## config.mk

```make
export PLATFORM = sky130hd
export DESIGN_NAME = prio_match_walker
export DESIGN_NICKNAME = d
export VERILOG_FILES = /design/src/rtl/pmw_pkg.sv /design/src/rtl/pmw_prio_enc.sv /design/src/rtl/pmw_flag_reg.sv /design/src/rtl/pmw_addr_fmt.sv /design/src/rtl/prio_match_walker.sv
export SDC_FILE = /design/constraint.sdc
export NUM_CORES = 1
export LEC_CHECK = 0
export ABC_AREA = 1
export CAP_MARGIN = 20
export CORE_AREA = 2 2 48 67
export DETAILED_ROUTE_END_ITERATION = 10
export DIE_AREA = 0 0 50 69
export HOLD_SLACK_MARGIN = 0.03
export PLACE_DENSITY = 0.76
export SETUP_SLACK_MARGIN = 0.3
export SYNTH_ARGS = -nofsm -noshare
export SYNTH_HDL_FRONTEND = slang
export SYNTH_SLANG_ARGS = --single-unit
```

## constraint.sdc

```tcl
create_clock -name clk -period 1.7 [get_ports clk]
set_input_delay 0.17 -clock clk [delete_from_list [all_inputs] [get_ports clk]]
set_output_delay 0.17 -clock clk [all_outputs]
set_load 0.05 [all_outputs]
```

## src/rtl/pmw_pkg.sv

```systemverilog
package pmw_pkg;
  localparam int PAGE_W  = 4;
  localparam int ENTRY_W = 12;
  localparam int ADDR_W  = PAGE_W + ENTRY_W;

  typedef logic [ADDR_W-1:0]  pmw_addr_t;
  typedef logic [PAGE_W-1:0]  pmw_page_t;
  typedef logic [ENTRY_W-1:0] pmw_entry_t;

  // Join page and entry index into the externally visible address.
  function automatic pmw_addr_t pack_addr(input pmw_page_t page, input pmw_entry_t entry);
    return {page, entry};
  endfunction
endpackage

```

## src/rtl/pmw_prio_enc.sv

```systemverilog
module pmw_prio_enc #(
  parameter int N_ENTRIES = 16,
  localparam int IDX_W = (N_ENTRIES > 1) ? $clog2(N_ENTRIES) : 1
) (
  input  logic                 clk,
  input  logic                 rst_n,
  input  logic [N_ENTRIES-1:0] flags_i,
  output logic [N_ENTRIES-1:0] grant_o,
  output logic [IDX_W-1:0]     idx_o,
  output logic                 any_o
);
  // seen[i] is set when some entry below i is flagged
  logic [N_ENTRIES:0] seen;
  assign seen[0] = 1'b0;

  for (genvar i = 0; i < N_ENTRIES; i++) begin : g_chain
    assign grant_o[i]  = flags_i[i] & ~seen[i];
    assign seen[i+1]   = seen[i] | flags_i[i];
  end

  assign any_o = seen[N_ENTRIES];

  always_comb begin
    idx_o = '0;
    for (int i = 0; i < N_ENTRIES; i++) begin
      if (grant_o[i]) idx_o = idx_o | IDX_W'(i);
    end
  end

  AST_GRANT_ONEHOT: assert property (@(posedge clk) disable iff (!rst_n)
    $onehot0(grant_o) && (any_o == (grant_o != '0)));
endmodule

```

## src/rtl/pmw_flag_reg.sv

```systemverilog
module pmw_flag_reg #(
  parameter int N_ENTRIES = 16,
  parameter int PAGE_W    = 4
) (
  input  logic                 clk,
  input  logic                 rst_n,
  input  logic                 load_i,
  input  logic [N_ENTRIES-1:0] vec_i,
  input  logic                 adv_i,
  input  logic [PAGE_W-1:0]    page_i,
  input  logic [N_ENTRIES-1:0] grant_i,
  output logic [N_ENTRIES-1:0] flags_o,
  output logic [PAGE_W-1:0]    page_o
);
  // Named events for checking
  logic load_evt;
  logic adv_evt;
  logic adv_empty_evt;

  assign load_evt      = load_i;
  assign adv_evt       = adv_i & ~load_i & (|flags_o);
  assign adv_empty_evt = adv_i & ~load_i & ~(|flags_o);

  always_ff @(posedge clk or negedge rst_n) begin
    if (!rst_n) begin
      flags_o <= '0;
      page_o  <= '0;
    end else if (load_evt) begin
      flags_o <= vec_i;
      page_o  <= page_i;
    end else if (adv_evt) begin
      flags_o <= flags_o & ~grant_i;
    end
  end

  AST_LOAD_TAKES: assert property (@(posedge clk) disable iff (!rst_n)
    load_i |=> (flags_o == $past(vec_i)) && (page_o == $past(page_i)));
  AST_ADV_DROPS_ONE: assert property (@(posedge clk) disable iff (!rst_n)
    adv_evt |=> $countones(flags_o) + 1 == $countones($past(flags_o)));
  AST_EMPTY_ADV: assert property (@(posedge clk) disable iff (!rst_n)
    adv_empty_evt |=> (flags_o == '0) && $stable(page_o));
  AST_IDLE_HOLD: assert property (@(posedge clk) disable iff (!rst_n)
    (!load_i && !adv_i) |=> $stable(flags_o) && $stable(page_o));
endmodule

```

## src/rtl/pmw_addr_fmt.sv

```systemverilog
module pmw_addr_fmt
  import pmw_pkg::*;
#(
  parameter int IDX_W = 4
) (
  input  logic             any_i,
  input  logic [IDX_W-1:0] idx_i,
  input  pmw_page_t        page_i,
  output logic             hit_o,
  output pmw_addr_t        addr_o
);
  pmw_entry_t entry;

  assign entry  = any_i ? ENTRY_W'(idx_i) : '0;
  assign hit_o  = any_i;
  assign addr_o = pack_addr(page_i, entry);
endmodule

```

## src/rtl/prio_match_walker.sv

```systemverilog
module prio_match_walker
  import pmw_pkg::*;
#(
  parameter int N_ENTRIES = 16,
  localparam int IDX_W = (N_ENTRIES > 1) ? $clog2(N_ENTRIES) : 1
) (
  input  logic                 clk,
  input  logic                 rst_n,
  input  logic                 load_i,
  input  logic [N_ENTRIES-1:0] match_vec_i,
  input  logic                 adv_i,
  input  logic [PAGE_W-1:0]    page_i,
  output logic                 hit_o,
  output logic [ADDR_W-1:0]    addr_o
);
  logic [N_ENTRIES-1:0] flags;
  logic [N_ENTRIES-1:0] grant;
  logic [IDX_W-1:0]     win_idx;
  logic                 win_any;
  pmw_page_t            page_q;

  pmw_flag_reg #(.N_ENTRIES(N_ENTRIES), .PAGE_W(PAGE_W)) u_flags (
    .clk     (clk),
    .rst_n   (rst_n),
    .load_i  (load_i),
    .vec_i   (match_vec_i),
    .adv_i   (adv_i),
    .page_i  (page_i),
    .grant_i (grant),
    .flags_o (flags),
    .page_o  (page_q)
  );

  pmw_prio_enc #(.N_ENTRIES(N_ENTRIES)) u_enc (
    .clk     (clk),
    .rst_n   (rst_n),
    .flags_i (flags),
    .grant_o (grant),
    .idx_o   (win_idx),
    .any_o   (win_any)
  );

  pmw_addr_fmt #(.IDX_W(IDX_W)) u_fmt (
    .any_i  (win_any),
    .idx_i  (win_idx),
    .page_i (page_q),
    .hit_o  (hit_o),
    .addr_o (addr_o)
  );

  AST_NO_HIT_ZERO: assert property (@(posedge clk) disable iff (!rst_n)
    !hit_o |-> addr_o[ENTRY_W-1:0] == '0);
  AST_ADV_ORDER: assert property (@(posedge clk) disable iff (!rst_n)
    (adv_i && !load_i && hit_o) |=>
      (!hit_o || addr_o[ENTRY_W-1:0] > $past(addr_o[ENTRY_W-1:0])));
  AST_PAGE_HOLD: assert property (@(posedge clk) disable iff (!rst_n)
    !load_i |=> $stable(addr_o[ADDR_W-1:ENTRY_W]));
endmodule

```

==> metrics.md <==
| Metric | Value |
|---|---|
| Core area | `0.00285 mm^2` |
| Crit path max fanout | `5` |
| DR iter-0 viols | `25` |
| Most common cell after layout, fill and taps aside | `nand2_1` |
| GRT Resource Usage Total | `a little under a fifth` |
| Hpwl dp | `approximately 2200 um` |
| Die area | `roughly 0.0035 mm^2` |
| Peak supply drop | `a little under 0.0005 V` |
| First-pass GRT wire length | `~5100 um` |
| Outcome | `complete, but fails checks` |
| Failing checks | `negative setup slack` |
| Die width | `around 50 um` |
| Initial antenna violation count | `0` |
| Number of CTS-inserted buffers | `3` |
| Routed wire length per instance | `11.9 um` |
| Worst-Skew Late Latency | `0.26 ns` |
| Max Clk Rate | `between 0.5 and 0.6 GHz` |
| Final setup margin | `-0.150 ns` |
| Mux share of post-synthesis cell area | `0%` |
| Worst-Margin Slew | `0.562 ns` |
| Post-Synthesis Cells | `~180` |
| Vias in the first global route | `about 1300` |
| Post-cts hold buffer count | `0` |
| H-tree Lvls | `1` |
| Fraction of layout cells with a size suffix above 1 | `22.0%` |
| Min cycle time layout | `approximately 1.9 ns` |
| Crit path cell chain | `nor2_4, nand2_4, nor2_8, nand3_4, nor2_4, buf_6, o21ai_4, buf_12` |
| Critical path class | `flip-flop to output port` |
| Critical path's slowest cell | `dfrtp_1` |
| Synth async-reset ratio | `100%` |
| Post-Route WL | `about 3000 um` |
| Antenna cell count | `0` |
| Setup violators final | `4` |
| I/O Buffers | `32` |
| Starting density of the core | `43.2%` |
| Worst EP arrival | `between 1.5 and 2 ns` |
| Area growth, synth to finish | `50.7%` |
| Max_cap viols | `0` |
| Overflow after GRT | `0` |
| Synth Area in Adders | `0%` |
| Post-synthesis simple-gate area fraction | `roughly two fifths` |
| RSZ-0062 raised after global routing | `yes` |
| Most common flop cell mapped by yosys | `dfrtp_1` |
| Warnings, synthesis | `0` |
| Mean post-synth cell area | `~7 um^2` |
| Fin. max-slew vios | `0` |
| DR pass1 iterations | `4` |
| Min-delay worst type | `primary input to async pin` |
| Yosys cell types | `22` |
| Worst slack, placed | `roughly 0.036 ns` |
| Final Non-Filler Cells | `~260` |
| Critical path's top delay family | `simple AND/OR/NAND/NOR gates` |
| Final Cycle Share | `109%` |
| Synth Area in XOR/XNOR | `0%` |
| CTS Buffer Depth | `2` |
| Io pins | `41` |
| P_leak | `0.921 nW` |
| Placed Cells | `approximately 240` |
| Final GP Congestion | `a little under 0.9` |
| CP bufs+invs | `2` |
| Critical path's largest stage delay | `0.42 ns` |
| Clk sink count | `20` |
| CP endpoint kind | `output port` |
| Rel. slew slack | `62.4%` |
| Post-synthesis cell area | `0.00123 mm^2` |
| Flops & latches, synth | `20` |
| TritonCTS clock tree | `built` |
| Routed vias | `around 1300` |
| Post-synth EDFFs | `0` |
| Worst Skew | `between 0.0015 and 0.002 ns` |
| Power, Total | `between 1 and 1.5 mW` |
| Clock Tree Root | `clkbuf_8` |
| Worst path required time | `around 1.5 ns` |
| Largest net degree at the start of global routing | `21` |
| Most frequent cells in the layout | `57 x nand2_1, 23 x clkdlybuf4s50_1, 19 x dfrtp_1` |
| Startpoint types | `flip-flop` |
| Die span in y | `around 69 um` |
| Most Frequent Cell on Critical Path | `nor2_4` |
| DR DRC count | `0` |
| CTS clk-pin slew, worst paths | `0.07 ns` |
| Hold Fails Final Rpt | `0` |
| Compound-Gate Fraction of Synth Area | `approximately 6.9%` |
| Main combinational cell family by area after synthesis | `simple AND/OR/NAND/NOR gates` |
| Total Nets Final | `244` |
| Post-DR vias/cell | `4.90` |
| Core Rows | `23` |
| Seq/Total Area, Yosys | `between 40% and 50%` |
| Pwr/cell area | `approximately 720 mW/mm^2` |
| Final ANT Viol Nets | `0` |
metrics by stage:
step	cell area, um^2	utilization, %	hold slack [ns]	setup TNS [ns]
final	1850	65.0	0.241	-0.556
after global routing	1850	65.0	0.283	-0.890
after CTS	1820	63.9	0.249	-0.613
after detailed placement	1700	59.5	0.463	0
after global placement	1700	59.5	0.455	0
after floorplan	1340	-	-0.126	0
worst register-to-register path, cell delays in order, from the launching register on:
cell and delay (ns):
dfrtp_1 0.42, nor2_4 0.16, nand2_4 0.09, nor2_8 0.16, nand3_4 0.10, nor2_4 0.14
buf_6 0.14, buf_4 0.11, nand2_2 0.03, nand2_1 0.07, nand2_1 0.04
per-layer routing:
layer,wire length (um),up-vias,GRT usage (%)
met5,0,-,0
met4,100,0,11.7
met3,129,10,2.81
met2,1620,49,34.5
met1,1180,576,19.0
li1,-,615,-
registers in the layout, indices dropped and copies added, names as in the netlist:
| register | cells |
|---|---|
| u_flags.page_o | 4 |
| u_flags.flags_o | 16 |
Yosys cell counts, types with 2 or more instances:
cell | instances | area share [%]
buf_4 | 8 | 4.9
clkbuf_1 | 3 | 0.92
o21ai_1 | 6 | 2.4
nand3_1 | 16 | 6.5
nor2_2 | 3 | 1.5
nor2_1 | 22 | 6.7
dfrtp_1 | 20 | 41
nand2_1 | 60 | 18
a21oi_1 | 2 | 0.81
nand2_4 | 2 | 1.8
o21ai_0 | 6 | 2.4
inv_1 | 17 | 5.2
o21bai_1 | 2 | 1.2
final timing paths:
path	from	to	slack, ns	depth (start not counted)
worst max-delay path	u_flags.flags_o[2]	addr_o[2]	-0.15	8
min in group clk	match_vec_i[14]	u_flags.flags_o[14]	0.44	3
max in group asynchronous	rst_n	u_flags.flags_o[3]	1.23	2
worst min register to register	u_flags.page_o[3]	u_flags.page_o[3]	0.47	2
worst min-delay path	rst_n	u_flags.flags_o[12]	0.24	2
worst max register to register	u_flags.flags_o[2]	u_flags.flags_o[15]	0.14	10
report_power, final:
part	internal [mW]	total [mW]	switching, mW
combinational	0.187	0.474	0.287
clock	0.158	0.309	0.151
sequential	0.520	0.557	0.0370
total	0.865	1.34	0.475
cell families after synthesis:
group	after synthesis
AO/OA/AOI/OAI	16
buffers and inverters	30
flip-flops	20
other	1
AND/OR/NAND/NOR	109
area by class of cell:
cell class	instances	area, um^2
inverter	17	63.8
fill	226	996
sequential	20	502
multi-input combinational	134	749
timing repair buffer	44	450
tap	37	46.3
clock buffer	3	41.3
timing repair:
action / CTS / global route
gates cloned: 1 / 0
endpoints found under the setup margin: 11 / 21
gates resized for setup: 12 / 6
setup buffers: 6 / 1
pin swaps: 6 / 4
No activity file was read; power rests on OpenSTA's default activity.
